--- src/rtl/sdm_pkg.sv ---
package sdm_pkg;
  typedef struct packed {
    logic demux;
    logic ddr;
  } sdm_cfg_t;

  localparam int unsigned PHW = 2;

  function automatic logic [PHW-1:0] last_phase(sdm_cfg_t c);
    return (c.demux && c.ddr) ? PHW'(3) : PHW'(1);
  endfunction
endpackage

--- src/rtl/sdm_timing.sv ---
module sdm_timing
  import sdm_pkg::*;
(
  input  logic clk_i,
  input  logic rst_ni,
  input  logic demux_en_i,
  input  logic ddr_i,
  input  logic trim_i,
  input  logic trim_dis_i,
  output logic hold_o,
  output logic load_o,
  output logic demux_o,
  output logic dclk_o
);
  logic [PHW-1:0] ph_q, ph_d;
  logic           dclk_q, dclk_d;
  logic           run_q, run_d;
  logic           trim_q, first_done_q;
  sdm_cfg_t       cfg_q, cfg_d, cfg_in, cfg_eff;
  logic           gate, wrap;

  assign gate = trim_i & ~(trim_dis_i & first_done_q);

  always_comb begin
    cfg_in.demux = demux_en_i;
    cfg_in.ddr   = demux_en_i ? ddr_i : 1'b1;  // pass-through is double rate only
    cfg_eff      = run_q ? cfg_q : cfg_in;
    wrap         = (ph_q == last_phase(cfg_eff));
    ph_d   = ph_q;
    dclk_d = dclk_q;
    run_d  = run_q;
    cfg_d  = cfg_q;
    hold_o = 1'b0;
    load_o = 1'b0;
    if (gate) begin
      ph_d   = '0;
      dclk_d = 1'b0;
      run_d  = 1'b0;
    end else begin
      run_d = 1'b1;
      cfg_d = wrap ? cfg_in : cfg_eff;
      ph_d  = wrap ? '0 : ph_q + PHW'(1);
      if (cfg_eff.demux) begin
        hold_o = ~ph_q[0];
        load_o = ph_q[0];
        if (cfg_eff.ddr) begin
          if (ph_q == PHW'(1))      dclk_d = 1'b1;
          else if (ph_q == PHW'(3)) dclk_d = 1'b0;
        end else begin
          dclk_d = (ph_q == PHW'(1));
        end
      end else begin
        load_o = 1'b1;
        dclk_d = (ph_q == '0);
      end
    end
  end

  always_ff @(posedge clk_i or negedge rst_ni) begin
    if (!rst_ni) begin
      ph_q         <= '0;
      dclk_q       <= 1'b0;
      run_q        <= 1'b0;
      cfg_q        <= '0;
      trim_q       <= 1'b0;
      first_done_q <= 1'b0;
    end else begin
      ph_q   <= ph_d;
      dclk_q <= dclk_d;
      run_q  <= run_d;
      cfg_q  <= cfg_d;
      trim_q <= trim_i;
      if (trim_q && !trim_i) first_done_q <= 1'b1;
    end
  end

  assign demux_o = cfg_eff.demux;
  assign dclk_o  = dclk_q;
endmodule

--- src/rtl/sdm_lane.sv ---
module sdm_lane #(
  parameter int unsigned W = 8
) (
  input  logic         clk_i,
  input  logic         rst_ni,
  input  logic         hold_i,
  input  logic         load_i,
  input  logic         demux_i,
  input  logic [W-1:0] d_i,
  output logic [W-1:0] dly_o,
  output logic [W-1:0] nd_o
);
  logic [W-1:0] hold_q, dly_q, nd_q;

  always_ff @(posedge clk_i or negedge rst_ni) begin
    if (!rst_ni) begin
      hold_q <= '0;
      dly_q  <= '0;
      nd_q   <= '0;
    end else begin
      if (hold_i) hold_q <= d_i;
      if (load_i) begin
        nd_q  <= d_i;
        dly_q <= demux_i ? hold_q : '0;
      end
    end
  end

  assign dly_o = dly_q;
  assign nd_o  = nd_q;
endmodule

--- src/rtl/sample_demux.sv ---
module sample_demux #(
  parameter int unsigned DW = 8
) (
  input  logic          clk_i,
  input  logic          rst_ni,
  input  logic [DW-1:0] samp_i_i,
  input  logic [DW-1:0] samp_q_i,
  input  logic          ovr_i,
  input  logic          demux_en_i,
  input  logic          ddr_i,
  input  logic          trim_i,
  input  logic          trim_dis_i,
  output logic [DW-1:0] dly_i_o,
  output logic [DW-1:0] dly_q_o,
  output logic [DW-1:0] nd_i_o,
  output logic [DW-1:0] nd_q_o,
  output logic          dly_oe_o,
  output logic          ovr_o,
  output logic          dclk_o,
  output logic          dclk2_o
);
  localparam int unsigned NCH = 2;

  logic hold_w, load_w, demux_w, dclk_w;
  logic [NCH-1:0][DW-1:0] din_w, dly_w, nd_w;
  logic ovr_dly_w, ovr_nd_w;
  logic oe_q;

  sdm_timing u_timing (
    .clk_i      (clk_i),
    .rst_ni     (rst_ni),
    .demux_en_i (demux_en_i),
    .ddr_i      (ddr_i),
    .trim_i     (trim_i),
    .trim_dis_i (trim_dis_i),
    .hold_o     (hold_w),
    .load_o     (load_w),
    .demux_o    (demux_w),
    .dclk_o     (dclk_w)
  );

  assign din_w[0] = samp_i_i;
  assign din_w[1] = samp_q_i;

  for (genvar c = 0; c < NCH; c++) begin : g_ch
    sdm_lane #(.W(DW)) u_lane (
      .clk_i   (clk_i),
      .rst_ni  (rst_ni),
      .hold_i  (hold_w),
      .load_i  (load_w),
      .demux_i (demux_w),
      .d_i     (din_w[c]),
      .dly_o   (dly_w[c]),
      .nd_o    (nd_w[c])
    );
  end

  // flag travels through its own 1-bit lane so it stays aligned with its word
  sdm_lane #(.W(1)) u_ovr_lane (
    .clk_i   (clk_i),
    .rst_ni  (rst_ni),
    .hold_i  (hold_w),
    .load_i  (load_w),
    .demux_i (demux_w),
    .d_i     (ovr_i),
    .dly_o   (ovr_dly_w),
    .nd_o    (ovr_nd_w)
  );

  always_ff @(posedge clk_i or negedge rst_ni) begin
    if (!rst_ni)     oe_q <= 1'b0;
    else if (load_w) oe_q <= demux_w;
  end

  assign dly_i_o  = dly_w[0];
  assign dly_q_o  = dly_w[1];
  assign nd_i_o   = nd_w[0];
  assign nd_q_o   = nd_w[1];
  assign dly_oe_o = oe_q;
  assign ovr_o    = ovr_dly_w | ovr_nd_w;
  assign dclk_o   = dclk_w;
  assign dclk2_o  = dclk_w;
endmodule

--- config.mk ---
export PLATFORM = sky130hd
export DESIGN_NAME = sample_demux
export DESIGN_NICKNAME = d
export VERILOG_FILES = /design/src/rtl/sdm_pkg.sv /design/src/rtl/sdm_timing.sv /design/src/rtl/sdm_lane.sv /design/src/rtl/sample_demux.sv
export SDC_FILE = /design/constraint.sdc
export NUM_CORES = 1
export LEC_CHECK = 0
export ABC_AREA = 1
export CORE_ASPECT_RATIO = 0.8
export CORE_UTILIZATION = 53
export CTS_BUF_LIST = sky130_fd_sc_hd__clkbuf_8 sky130_fd_sc_hd__clkbuf_16
export DETAILED_ROUTE_END_ITERATION = 8
export PLACE_DENSITY_LB_ADDON = 0.15
export SLEW_MARGIN = 20
export SYNTH_ARGS = -nofsm -noshare
export SYNTH_HDL_FRONTEND = slang
export SYNTH_SLANG_ARGS = --single-unit
--- constraint.sdc ---
create_clock -name clk_i -period 2.35 [get_ports clk_i]
set_input_delay 0.47 -clock clk_i [delete_from_list [all_inputs] [get_ports clk_i]]
set_output_delay 0.47 -clock clk_i [all_outputs]
set_load 0.02 [all_outputs]
==> summary.txt <==
Clocking
  • CTS Sinks: 60
  • TritonCTS clock tree: yes
  • Worst skew pair latency: approximately 0.33 ns
  • Post CTS Setup Buffer Count: 0
  • Clk root buf: clkbuf_8
  • Maximum buffer depth of the clock tree: 2
  • Hold_buf cts: 0
  • H-tree lvl count: 3
  • Clock transition at path regs: about 0.06 ns
  • Post-CTS sizing: 0
  • TritonCTS Buffers: 9

Final layout
  • Filler instances: 360
  • Area delta synth->final: 32.2%
  • Antenna cells: 0
  • Area of the multi-input gates: between 800 and 900 um^2
  • Nets@finish: 350
  • Share of post-route cells with drive strength above 1: roughly 15%
  • Sequential cell area: around 1500 um^2
  • Fin area: 3350 um^2

STA
  • RSZ-0062 raised after global routing: no
  • Fin Setup TNS: 0 ns
  • Clk_skew: 0.00403 ns
  • Fin. max-slew vios: 0
  • Min Hold Slack: 0.130 ns
  • Slew margin rel.: approximately three fifths
  • Setup WS post-layout: 0.326 ns
  • Max Clk Rate: 0.494 GHz
  • Final period utilization: between 80% and 90%
  • Min Tclk post-route: 2.02 ns
  • Final setup viols: 0
  • Slew of the pin with the lowest slew margin: slightly below 0.6 ns
  • Fin. Hold Viols: 0

Job
  • Max_cap viols: 0

Global route
  • Initial antenna violation count: 0
  • Gr usage total: 23.4%
  • Grt ovf: 0
  • Largest net degree at the start of global routing: 36
  • First-pass GRT wire length: about 8.6 mm
  • Vias in the first global route: slightly below 2000

Drt
  • Final ANT Viol Nets: 0
  • Via count: ~1900
  • Drc violations: 0
  • Total Routed Length: between 4 and 5 mm
  • DR pass1 iterations: 4
  • DR iter-0 viols: approximately 110
  • Vias per cell: 4.88
  • Routed WL per cell: roughly 13 um

Critical path
  • CP Max Fanout: 2
  • Crit path launch type: flop
  • Req. time, crit path: roughly 1.9 ns
  • Data arrival, critical path: roughly 1.6 ns
  • Worst setup path category: reg2out
  • Critical path capture point type: output port

Pwr
  • Worst IR Drop VDD: around 590 uV
  • Leakage: approximately 1.7 nW
  • Overall Power: roughly 0.0037 W
  • Power per standard cell area: around 1100 nW/um^2

Run status
  • Status: finished clean

Yosys
  • YS warnings: 0
  • Ranking of synthesized cells by area: dfrtp_1, nand2_1, o21ai_2
  • Syn Area/Cell: 9.77 um^2
  • Syn_nets: 285
  • Post-Syn Area: 2530 um^2
  • Area leader, netlist: dfrtp_1
  • Unique masters post-synth: 23
  • Sequential-to-total area share from yosys stat: between 50% and 60%
  • Gate Count Post-Synth: 259
  • #FFs+latches synth: 60
  • Post-synth top area share: approximately three fifths

Floorplanning
  • Initial core utilization: between 50% and 60%
  • Die X: 79.3 um
  • Die Ht: between 60 and 70 um
  • Die area: 5060 um^2
  • I/O pins: just under 60
  • Cell row count: 22
  • Core area: between 4000 and 5000 um^2

Placement
  • Post-DP HPWL: 3.45 mm
  • Final GP Congestion: 0.823
  • Place WS: around 0.31 ns
  • Number of port buffers: 58
  • Placement Cell Area: about 3200 um^2

Min path
  • HP Class: in2async
## routing by layer
metal  share of wire, %  track usage (%)
met4                2.2             12.3
met3                5.5             8.29
met2                 46             36.9
met1                 46             28.4
met5                  0                0
## cells by family (layout without fill, tap and decap cells)
group,Yosys count,after routing,share of synthesized area [%]
adders and majority gates,3,3,1.48
AOI/OAI and AO/OA,42,42,12.3
buffers and inverters,41,111,8.16
and+or+nand+nor,113,113,18.7
DFF,60,60,59.3
## synthesized netlist by cell type
master,number
nand2_1,80
dfrtp_1,60
inv_1,28
nand3_1,21
o21ai_2,19
o21ai_1,10
o21ai_0,7
nand2_2,6
buf_4,4
buf_6,4
buf_2,3
ha_1,3
nor2_1,3
a21oi_4,2
a211oi_1,1
a21o_1,1
a21oi_1,1
clkbuf_2,1
inv_4,1
nand3b_1,1
nand4_1,1
o211ai_1,1
or2_2,1
## worst paths after layout
check	slack, ns	startpoint	cells after the start	to
max	0.33	u_ovr_lane.nd_o	2	ovr_o
min	0.13	rst_ni	1	g_ch[0].u_lane.dly_o[1]
max reg2reg	0.86	u_timing.run_q	6	g_ch[0].u_lane.nd_o[1]
min reg2reg	0.47	u_timing.trim_q	1	u_timing.first_done_q
max in group asynchronous	1.64	rst_ni	2	u_timing.ph_q[1]
min in group clk_i	0.47	u_timing.trim_q	1	u_timing.first_done_q
## worst max-delay path, cell delays in order (launching register included)
cell and delay, ns:
dfrtp_1 0.38, or2_2 0.30, clkdlybuf4s50_1 0.54
## power by group
part / switching, W / leakage [nW] / total, W / internal (W)
combinational: 0.000737 / 0.819 / 0.00135 / 0.000616
clock: 0.000363 / 0.101 / 0.000754 / 0.000391
sequential: 0.000199 / 0.747 / 0.00158 / 0.00138
## registers in the layout, summed over array words and instances (netlist names)
| register | cells |
|---|---|
| dly_oe_o | 1 |
| g_ch.u_lane.dly_o | 16 |
| g_ch.u_lane.hold_q | 16 |
| g_ch.u_lane.nd_o | 16 |
| u_ovr_lane.dly_o | 1 |
| u_ovr_lane.hold_q | 1 |
| u_ovr_lane.nd_o | 1 |
| u_timing.cfg_q | 2 |
| u_timing.dclk_o | 1 |
| u_timing.first_done_q | 1 |
| u_timing.ph_q | 2 |
| u_timing.run_q | 1 |
| u_timing.trim_q | 1 |
## layout make-up
cell class	instances	share of cell area, %
Inverter	29	3.33
Timing Repair Buffer	66	20.1
Tap cell	60	2.24
Clock buffer	10	4.11
Multi-Input combinational cell	158	24.6
Sequential cell	60	44.9
Clock inverter	6	0.748
## per-stage QoR
stage	utilization, %	cells
3_5_place_dp	69.3	373
6_report	72.8	389
3_3_place_gp	69.3	373
4_1_cts	72.8	389
2_1_floorplan	-	259
5_1_grt	72.8	389
## placed cells by master, fill, tap and decap left out, types with 2 or more instances in the layout
cell / count
clkinv_2: 2
nand2_1: 80
clkdlybuf4s50_1: 57
clkbuf_8: 10
o21ai_0: 7
inv_1: 32
buf_12: 3
a21oi_4: 2
buf_4: 5
nor2_1: 3
dfrtp_1: 60
ha_1: 3
o21ai_1: 10
nand2_2: 6
nand3_1: 21
o21ai_2: 19
No activity file was read; power rests on OpenSTA's default activity.
